File: src/rtl/i2c_mem_reader.sv
module i2c_mem_reader #(
  parameter logic [6:0] DEV_ADDR = 7'h50,
  parameter int AW = 4
) (
  input  logic          clk,
  input  logic          rst_n,
  input  logic          scl_i,
  input  logic          sda_i,
  output logic          sda_oe,
  input  logic          load_en,
  input  logic [AW-1:0] load_addr,
  input  logic [7:0]    load_data
);
  localparam int DEPTH = 1 << AW;
  localparam logic [AW-1:0] PTR_ONE = {{(AW-1){1'b0}}, 1'b1};

  typedef enum logic [2:0] {S_IDLE, S_DEV, S_DACK, S_RX, S_TX, S_MACK, S_IGN} st_t;

  logic [1:0] scl_sy, sda_sy;
  logic scl_q, sda_q;
  logic scl_s, sda_s;
  logic scl_rise, scl_fall, start_c, stop_c;

  st_t st;
  logic [3:0] cnt;
  logic [7:0] sh;
  logic [AW-1:0] ptr;
  logic rw, got_addr, mack;
  logic [7:0] mem [DEPTH];
  logic [7:0] rd_byte;

  always_ff @(posedge clk or negedge rst_n)
    if (!rst_n) begin
      scl_sy <= 2'b11;
      sda_sy <= 2'b11;
      scl_q  <= 1'b1;
      sda_q  <= 1'b1;
    end else begin
      scl_sy <= {scl_sy[0], scl_i};
      sda_sy <= {sda_sy[0], sda_i};
      scl_q  <= scl_sy[1];
      sda_q  <= sda_sy[1];
    end

  assign scl_s    = scl_sy[1];
  assign sda_s    = sda_sy[1];
  assign scl_rise = scl_s & ~scl_q;
  assign scl_fall = ~scl_s & scl_q;
  assign start_c  = scl_s & scl_q & sda_q & ~sda_s;
  assign stop_c   = scl_s & scl_q & ~sda_q & sda_s;
  assign rd_byte  = mem[ptr];

  always_ff @(posedge clk)
    if (load_en) mem[load_addr] <= load_data;

  always_ff @(posedge clk or negedge rst_n)
    if (!rst_n) begin
      st       <= S_IDLE;
      cnt      <= 4'd0;
      sh       <= 8'd0;
      ptr      <= '0;
      rw       <= 1'b0;
      got_addr <= 1'b0;
      mack     <= 1'b0;
      sda_oe   <= 1'b0;
    end else if (start_c) begin
      st       <= S_DEV;
      cnt      <= 4'd0;
      got_addr <= 1'b0;
      rw       <= 1'b0;
      sda_oe   <= 1'b0;
    end else if (stop_c) begin
      st     <= S_IDLE;
      sda_oe <= 1'b0;
    end else begin
      case (st)
        S_DEV, S_RX: begin
          if (scl_rise && cnt != 4'd8) begin
            sh  <= {sh[6:0], sda_s};
            cnt <= cnt + 4'd1;
          end else if (scl_fall && cnt == 4'd8) begin
            if (st == S_DEV) begin
              if (sh[7:1] == DEV_ADDR) begin
                rw     <= sh[0];
                sda_oe <= 1'b1;
                st     <= S_DACK;
              end else begin
                st <= S_IGN;
              end
            end else if (!got_addr) begin
              ptr      <= sh[AW-1:0];
              got_addr <= 1'b1;
              sda_oe   <= 1'b1;
              st       <= S_DACK;
            end else begin
              st <= S_IGN;
            end
          end
        end
        S_DACK: begin
          if (scl_fall) begin
            if (rw) begin
              sda_oe <= ~rd_byte[7];
              sh     <= {rd_byte[6:0], 1'b0};
              cnt    <= 4'd1;
              st     <= S_TX;
            end else begin
              sda_oe <= 1'b0;
              cnt    <= 4'd0;
              st     <= S_RX;
            end
          end
        end
        S_TX: begin
          if (scl_fall) begin
            if (cnt == 4'd8) begin
              sda_oe <= 1'b0;
              ptr    <= ptr + PTR_ONE;
              st     <= S_MACK;
            end else begin
              sda_oe <= ~sh[7];
              sh     <= {sh[6:0], 1'b0};
              cnt    <= cnt + 4'd1;
            end
          end
        end
        S_MACK: begin
          if (scl_rise) begin
            mack <= ~sda_s;
          end else if (scl_fall) begin
            if (mack) begin
              sda_oe <= ~rd_byte[7];
              sh     <= {rd_byte[6:0], 1'b0};
              cnt    <= 4'd1;
              st     <= S_TX;
            end else begin
              st <= S_IGN;
            end
          end
        end
        default: ;
      endcase
    end

  assert_start_rearm_R1: assert property (@(posedge clk) disable iff (!rst_n)
    start_c |=> (st == S_DEV && cnt == 4'd0 && !sda_oe));

  assert_stop_release_R1: assert property (@(posedge clk) disable iff (!rst_n)
    stop_c |=> (st == S_IDLE && !sda_oe));

  assert_ack_held_R2: assert property (@(posedge clk) disable iff (!rst_n)
    (st == S_DACK) |-> sda_oe);

  assert_ignore_quiet_R3: assert property (@(posedge clk) disable iff (!rst_n)
    (st == S_IGN) |-> !sda_oe);

  assert_drive_low_scl_R8: assert property (@(posedge clk) disable iff (!rst_n)
    $rose(sda_oe) |-> !$past(scl_s));

  assert_ptr_step_R9: assert property (@(posedge clk) disable iff (!rst_n)
    !$stable(ptr) |-> (ptr == $past(ptr) + PTR_ONE || $past(st) == S_RX));

  assert_nack_idle_R10: assert property (@(posedge clk) disable iff (!rst_n)
    (st == S_MACK && scl_fall && !mack && !start_c && !stop_c) |=> (st == S_IGN && !sda_oe));
endmodule

File: config.mk
export PLATFORM = sky130hd
export DESIGN_NAME = i2c_mem_reader
export DESIGN_NICKNAME = d
export VERILOG_FILES = /design/src/rtl/i2c_mem_reader.sv
export SDC_FILE = /design/constraint.sdc
export NUM_CORES = 1
export LEC_CHECK = 0
export ABC_AREA = 1
export BUFFER_PORTS_ARGS = -buffer_cell sky130_fd_sc_hd__buf_2
export CAP_MARGIN = 25
export CORE_ASPECT_RATIO = 0.5
export CORE_MARGIN = 1.5
export CORE_UTILIZATION = 45
export DETAILED_ROUTE_END_ITERATION = 8
export SYNTH_ARGS = -nofsm -noshare
export SYNTH_HDL_FRONTEND = slang
export SYNTH_SLANG_ARGS = --single-unit
File: constraint.sdc
create_clock -name clk -period 3.06 [get_ports clk]
set_input_delay 0.153 -clock clk [delete_from_list [all_inputs] [get_ports clk]]
set_output_delay 0.153 -clock clk [all_outputs]
set_load 0.02 [all_outputs]
==> impl_metrics.ini, run 1 <==
[power_and_ir_drop]
p_per_area_nw_per_um2 = 867
pwr-share-seq_pct = 39.9
peakVddDrop_uv = 476
share_comb_of_total_power_pct = 29.6
p_leak_nw = 2.95
p_int_mw = 4.18
clock_power_share_pct = 30.5
switching_power_mw = 2.54
swShare_pct = 37.8

[detailed_routing]
wl_per_cell_um = 18.3
via_per_inst = 5.42
routed_wirelength_mm = 16.5
drtPass1Iterations = 6
antenna_left = 0
wl_met3_mm = 1.11
drt_iter0_markers = 626
drc = 0
wl_met1_mm = 8.11
top_layer = met4
met2WireLength_mm = 7.18
num_vias = 4897

[critical_path]
cp-start-kind = flip-flop
path_class = flip-flop to flip-flop
max_stage_delay_ns = 0.55
critPathCaptureType = flip-flop
r2r-end = sh[4]
worstPathArrival_ns = 2.63
crit_top_cell = nand2_1
crit_chain = nand2_1, nor3_2, nor2_1, nand3_2, or2_1, nand2_1, nand2_1
cp_data_required_time_ns = 3.44
slowest_stage = dfstp_2
r2r_start = scl_sy[1]
rr_worst_depth = 7
crit_fanout = 10
r2r_setup_slack_ns = 0.81

[floorplan]
core_area_um2 = 14700
rows = 31
die_area_um2 = 16100
start_util_pct = 46.7
die_height_um = 90.3
io_pins = 18
die_w_um = 178

[min_path]
hold_depth = 1
worstHoldPathType = input pin to flip-flop
min_from = load_data[4]
holdPathEnd = mem[14][4]

[clock_tree]
cts_buffers = 17
post_cts_buffers = 0
path_clk_slew_ns = 0.08
cts_tree = built
htree_levels = 4
insertion_delay_ns = 0.45
cts_resized = 0
clock-sinks = 157
root_buffer = clkbuf_16
cts_buffer_depth = 2

[final_layout]
final_cell_mix = 148 x nor2_1, 132 x nand2_1, 128 x edfxtp_1
nets = 713
diodes = 0
multi_input_area_um2 = 2050
drive_above_1_share_pct = 10.3
fillers = 1296
final_common_cell = nor2_1
seq_area_um2 = 4580
syn2layout_area_growth_pct = 12.8
stdcell_area_um2 = 7740

[timing]
hold_viol_final = 0
worst_slew_pin_slew_ns = 0.923
relSlewSlack_pct = 38.4
max_clock_freq_ghz = 0.444
fin_crit_ns = 2.25
post-route-period-util_pct = 73.6
maxSlewViolCount = 0
setup-tns-final_ns = 0
setup_viol = 0
clock_skew_ns = 0.0150
rsz0062_at_grt = no

[placement]
gp_congestion = 0.855
io_buffers = 17
placed_cell_area_um2 = 7130
dp.final_hpwl_mm = 10.4

[grt]
grt_pass1_wl_mm = 26.2
antenna_found_initial = 0
gr-total-overflow = 0
grt.total_usage_pct = 22.0
grt_max_degree = 48
grt_pass1_vias = 4601

[synth]
synth_top_area_cell = edfxtp_1
syn_area_um2 = 6870
synthesis.nets = 696
syn_inst = 676
synth_cell_types = 32
ys_ff_latch = 157
netlist.area_leader.share_pct = 56.0
yosysSeqAreaShare_pct = 66.7
avgSynthCellArea_um2 = 10.2
synth_warnings = 0
netlist_top_cells_area = edfxtp_1 56%, dfrtp_1 8.4%, nor2_1 8.1%

[run_status]
status = finished clean

[job]
maxCapViolCount = 0
==> cell type report <==
| class | count | area share (%) |
|---|---|---|
| clock inverters | 15 | 1.97 |
| repair buffers | 25 | 2.13 |
| well taps | 198 | 3.20 |
| clock buffers | 17 | 5.49 |
| flip-flops and latches | 157 | 59.1 |
| multi-input cells | 460 | 26.5 |
| inverters | 32 | 1.55 |
==> metrics by stage <==
stage,std cells,setup slack (ns),utilization (%),total power [mW],hold WS (ns)
3_5_place_dp,869,0.826,48.5,4.68,0.247
3_3_place_gp,869,0.851,48.5,4.67,0.235
5_1_grt,904,0.642,52.7,7.10,0.132
2_1_floorplan,676,1.40,-,4.11,-0.143
6_report,904,0.809,52.7,6.71,0.126
4_1_cts,904,0.837,52.7,6.73,0.115
==> per-layer routing <==
metal	global-route usage [%]	vias up
met5	0	-
met4	5.53	0
met3	4.97	20
met2	31.6	186
met1	33.7	2350
li1	-	2341
==> registers in the layout (all words and copies together) (netlist names) <==
| signal | cells |
|---|---|
| ptr | 4 |
| cnt | 4 |
| sda_oe | 1 |
| sda_q | 1 |
| mack | 1 |
| rw | 1 |
| st | 3 |
| scl_sy | 2 |
| got_addr | 1 |
| scl_q | 1 |
| sda_sy | 2 |
| mem | 128 |
| sh | 8 |
==> logic make-up after synthesis <==
group | count (synthesis) | synth area share [%]
adders and majority gates | 3 | 0.547
DFF | 157 | 66.7
xor gates and xnor gates | 3 | 0.383
AOI/OAI and AO/OA | 77 | 5.85
and+or+nand+nor | 377 | 23.1
buffers and inverters | 59 | 3.43
==> power groups by stage <==
stage | Combinational [mW] | Clock, mW | Sequential (mW)
final | 1.98 | 2.05 | 2.68
after global routing | 2.23 | 2.16 | 2.70
after CTS | 1.97 | 2.08 | 2.67
after detailed placement | 1.96 | 0 | 2.72
after global placement | 1.96 | 0 | 2.72
after floorplan | 1.48 | 0 | 2.63
==> worst max-delay path: cells and delay by family (launching register included) <==
family / cells / cell delay, ns
flops: 1 / 0.55
simple gates: 7 / 1.65
==> timing repair <==
| item | CTS | global route |
|---|---|---|
| hold endpoints to repair | 25 | 0 |
| hold buffers | 3 | 0 |
| setup endpoints to repair | 0 | 0 |
==> how the worst max path moves through the flow <==
stage              start  endpoint  slack [ns]  cells after the start
2_1_floorplan  scl_sy[1]    cnt[0]        1.40                      7
3_3_place_gp   scl_sy[1]     sh[5]        0.85                      7
3_5_place_dp   scl_sy[1]     sh[4]        0.83                      7
4_1_cts        scl_sy[1]     sh[4]        0.84                      7
5_1_grt        scl_sy[1]     sh[4]        0.64                      7
6_report       scl_sy[1]     sh[4]        0.81                      7
==> cell usage after synthesis <==
library cell	count
xor2_1	1
o22ai_1	1
o21ai_0	64
edfxtp_1	128
buf_2	5
nand3_1	70
or2_1	1
clkbuf_1	19
a31oi_1	1
inv_1	27
nand2_2	3
o211ai_1	1
o21ai_2	1
ha_1	3
a41oi_1	1
nand2_1	132
inv_2	3
clkinv_1	2
dfstp_2	6
buf_1	2
nor3_2	1
nand3_2	2
nor2_1	148
nand3b_1	3
buf_6	1
a21oi_2	1
nand4_4	1
a21oi_1	7
nand4_1	6
xnor2_1	2
nor3_1	10
dfrtp_1	23
(Power assumes the default switching activity.)
==> inputs of run 2 (changes only) <==
==> constraint.sdc (replaced) <==
create_clock -name clk -period 2.1 [get_ports clk]
set_input_delay 0.105 -clock clk [delete_from_list [all_inputs] [get_ports clk]]
set_output_delay 0.105 -clock clk [all_outputs]
set_load 0.02 [all_outputs]
==> run 2 against run 1 <==
Net effect: worst hold slack worse by 0.026 ns; clock skew is 0.0046 ns lower; worst setup slack worse by 0.61 ns; critical path depth up 1; combinational power increased by 52%; maximum frequency increased by 18%; non-clock buffer count up 17; register-to-register slack got worse by 0.61 ns; via count about the same; sequential share of layout area decreased by 1.3 points; first-iteration DRC count fell by 12%; total power is 48% higher; highest routed layer unchanged.
==> impl_metrics.ini, run 2 (synthesized netlist as in run 1, its figures left out) <==
[final_layout]
diodes = 0
final_common_cell = nor2_1
fillers = 1288
syn2layout_area_growth_pct = 15.3
largest_register_ffs = 128
stdcell_area_um2 = 7920
drive_above_1_share_pct = 12.7
top_register = mem
postLayoutCoreUtil_pct = 53.9
largestRegisters = mem x128, sh x8
final_cells = 921
final_cell_mix = 147 x nor2_1, 131 x nand2_1, 128 x edfxtp_1
nets = 730

[critical_path]
r2r_setup_slack_ns = 0.20
cp_data_required_time_ns = 2.46
cp-start-kind = flip-flop
rr_worst_depth = 8
worstPathArrival_ns = 2.26
critPathCaptureType = flip-flop
r2r_start = st[1]
path_class = flip-flop to flip-flop
crit_fanout = 9
r2r-end = sh[4]

[min_path]
hold_depth = 1
holdPathEnd = mem[6][4]
worstHoldPathType = input pin to flip-flop
min_from = load_data[4]

[detailed_routing]
drt_iter0_markers = 554
drtPass1Iterations = 5
antenna_left = 0
routed_wirelength_mm = 16.4
via_per_inst = 5.32
wl_per_cell_um = 17.8
num_vias = 4898
drc = 0

[clock_tree]
cts_buffer_depth = 2
cts_tree = built
path_clk_slew_ns = 0.07
htree_levels = 4
clock-sinks = 157
root_buffer = clkbuf_16
cts_buffers = 17
insertion_delay_ns = 0.42

[floorplan]
core_area_um2 = 14700
io_pins = 18
die_area_um2 = 16100
start_util_pct = 46.7
die_w_um = 178
die_height_um = 90.3
rows = 31

[timing]
relSlewSlack_pct = 51.9
post-route-period-util_pct = 90.5
maxSlewViolCount = 0
setup_viol = 0
rsz0062_at_grt = no
clock_skew_ns = 0.0104
setup-tns-final_ns = 0
fin_crit_ns = 1.90
worst_slew_pin_slew_ns = 0.719
max_clock_freq_ghz = 0.526
hold_viol_final = 0

[placement]
dp.final_hpwl_mm = 10.1
gp_congestion = 0.964
io_buffers = 17
placed_cells = 886
placed_cell_area_um2 = 7290

[power_and_ir_drop]
peakVddDrop_uv = 662
p_per_area_nw_per_um2 = 1250
p_leak_nw = 3.06
power_mw = 9.92

[grt]
antenna_found_initial = 0
grt_pass1_vias = 4737
grt.total_usage_pct = 22.0
gr-total-overflow = 0
grt_pass1_wl_mm = 26.2
grt_max_degree = 65

[job]
maxCapViolCount = 0

[run_status]
status = finished clean
## run 2: worst max-delay path by stage
stage                          from     end  slack, ns
after floorplan           scl_sy[1]  cnt[0]       0.44
after global placement       cnt[0]  ptr[3]       0.19
after detailed placement     cnt[0]  ptr[3]       0.16
after CTS                    cnt[0]  ptr[0]       0.17
after global routing         cnt[0]   sh[4]       0.02
final                         st[1]   sh[4]       0.20
## run 2: critical path: stages, from the launching register on
cell     delay [ns]
dfrtp_1        0.48
inv_2          0.14
nand2_2        0.09
nor2_1         0.31
nand2_1        0.15
nand4_4        0.17
or2_1          0.32
nand2_1        0.10
nand2_1        0.08
## run 2: layout make-up
class	instances	area [um2]	area share, %
clock buffer	17	425	5.37
clock inverter	15	170	2.15
inverter	32	120	1.52
multi-input combinational	460	2060	26.0
sequential	157	4580	57.8
tap	198	248	3.13
timing repair buffer	42	318	4.01
## run 2: routing by layer
metal  up-vias  part of all wire [%]  wire length (um)  GRT usage, %
li1       2378                     -                 -             -
met1      2375                    48              7790          31.8
met2       139                    46              7580          34.0
met3         6                   5.7               937          4.92
met4         0                  0.58                95          5.04
met5         -                     0                 0             0
## run 2: repair_timing
item                                    4_1_cts  5_1_grt
buffers inserted                              0        0
endpoints found under the setup margin        0        1
hold buffers                                  3        0
gates resized for setup                       0        2
hold endpoints to repair                     25        0
## run 2: report_power, final
part | internal (mW) | switching (mW) | leakage, nW
registers | 3.62 | 0.249 | 1.51
clock network | 1.60 | 1.44 | 0.288
logic | 0.974 | 2.03 | 1.26
total | 6.20 | 3.73 | 3.06
## run 2: through the flow
step                      hold slack [ns]  setup slack (ns)
after detailed placement            0.183             0.158
final                              0.0997             0.199
after CTS                          0.0828             0.170
after floorplan                    -0.191             0.442
after global placement              0.173             0.188
after global routing               0.0960            0.0204
==> inputs of run 3 (changes only) <==
==> constraint.sdc (replaced) <==
create_clock -name clk -period 2.2 [get_ports clk]
set_input_delay 0.11 -clock clk [delete_from_list [all_inputs] [get_ports clk]]
set_output_delay 0.11 -clock clk [all_outputs]
set_load 0.02 [all_outputs]
==> run 3 against run 2 <==
Net effect: first-iteration DRC count increased by 5.8%; largest cell class unchanged; global-route usage decreased by 0.53 points; via count decreased by 0.69%; non-clock buffer count decreased by 6; clock skew about the same; register-to-register slack got worse by 0.03 ns; critical endpoint is now sh[3].
==> impl_metrics.ini, run 3 (synthesized netlist as in run 1, its figures left out) <==
[detailed_routing]
drc = 0
num_vias = 4864
routed_wirelength_mm = 16.1
drtPass1Iterations = 5
via_per_inst = 5.32
wl_per_cell_um = 17.5
drt_iter0_markers = 586
antenna_left = 0

[grt]
grt_pass1_wl_mm = 25.7
gr-total-overflow = 0
grt_max_degree = 65
grt_pass1_vias = 4640
grt.total_usage_pct = 21.5
antenna_found_initial = 0

[run_status]
status = finished clean

[critical_path]
cp-start-kind = flip-flop
path_class = flip-flop to flip-flop
r2r-end = sh[3]
crit_fanout = 9
r2r_start = sda_sy[1]
rr_worst_depth = 7
critPathLaunch = sda_sy[1]
critPathCaptureType = flip-flop
crit_end = sh[3]
worstPathArrival_ns = 2.39
r2r_setup_slack_ns = 0.17
cp_data_required_time_ns = 2.57

[power_and_ir_drop]
peakVddDrop_uv = 589
power_mw = 9.59
p_per_area_nw_per_um2 = 1210
p_leak_nw = 3.05

[final_layout]
drive_above_1_share_pct = 11.7
nets = 724
largestRegisters = mem x128, sh x8
final_cells = 915
top_register = mem
fillers = 1262
syn2layout_area_growth_pct = 15.0
diodes = 0
largest_register_ffs = 128
final_common_cell = nor2_1
final_cell_mix = 148 x nor2_1, 132 x nand2_1, 128 x edfxtp_1

[timing]
fin_crit_ns = 2.03
post-route-period-util_pct = 92.2
clock_skew_ns = 0.00991
maxSlewViolCount = 0
hold_viol_final = 0
rsz0062_at_grt = no
layout_setup_ws_ns = 0.171
relSlewSlack_pct = 51.9
setup-tns-final_ns = 0
setup_viol = 0
max_clock_freq_ghz = 0.493
fin_hold_ws_ns = 0.0972
worst_slew_pin_slew_ns = 0.719

[clock_tree]
cts_hold_buf = 3
path_clk_slew_ns = 0.07
root_buffer = clkbuf_16
cts_buffers = 17
cts_tree = built
cts_buffer_depth = 2
post_cts_buffers = 0
cts_resized = 0
insertion_delay_ns = 0.43
clock-sinks = 157
htree_levels = 4

[floorplan]
io_pins = 18
core_area_um2 = 14700
die_height_um = 90.3
die_w_um = 178
die_area_um2 = 16100
start_util_pct = 46.7
rows = 31

[placement]
gp_congestion = 0.959
io_buffers = 17
dp.final_hpwl_mm = 9.81
placed_cells = 880
pre_cts_slack_ns = 0.226

[min_path]
worstHoldPathType = input pin to flip-flop

[job]
maxCapViolCount = 0
run 3: worst max-delay path: stages, from the launching register on:
cell and delay, ns:
dfstp_2 0.57, inv_1 0.06, nor3_1 0.42, nor2_1 0.21, nand3_2 0.19, or2_1 0.33
nand2_1 0.11, nand2_1 0.08
run 3: per-layer routing:
| metal | wire, um | share of wire (%) | track usage [%] | vias up |
|---|---|---|---|---|
| li1 | - | - | - | 2365 |
| met4 | 181 | 1.1 | 5.67 | 0 |
| met1 | 7600 | 47 | 31.5 | 2327 |
| met2 | 7310 | 45 | 32.5 | 150 |
| met5 | 0 | 0 | 0 | - |
| met3 | 970 | 6.0 | 4.38 | 22 |
run 3: cell type report:
class                           count  area, um2  share of cell area [%]
Inverter                           32        120                    1.52
Clock buffer                       17        425                    5.39
Multi-Input combinational cell    460       2050                    26.0
Timing Repair Buffer               36        273                    3.45
Clock inverter                     15        200                    2.53
Tap cell                          198        248                    3.14
Sequential cell                   157       4580                    58.0
run 3: worst min path at each step:
| stage | slack (ns) | depth (start not counted) | to | startpoint |
|---|---|---|---|---|
| after floorplan | -0.19 | 0 | cnt[0] | rst_n |
| after global placement | 0.18 | 1 | st[2] | rst_n |
| after detailed placement | 0.19 | 1 | st[0] | rst_n |
| after CTS | 0.09 | 1 | mem[14][4] | load_data[4] |
| after global routing | 0.09 | 1 | mem[14][4] | load_data[4] |
| final | 0.1 | 1 | mem[14][1] | load_data[1] |
run 3: power by group:
group,total (mW),internal [mW],leakage (nW),switching (mW)
clock,3.10,1.74,0.307,1.35
sequential,3.68,3.46,1.51,0.226
combinational,2.81,0.897,1.23,1.92
run 3: metrics by stage:
step	util (%)	cell area, um2
CTS	53.7	7900
global placement	49.3	7240
floorplan	-	6870
finish	53.7	7900
global route	53.7	7900
detailed placement	49.3	7240
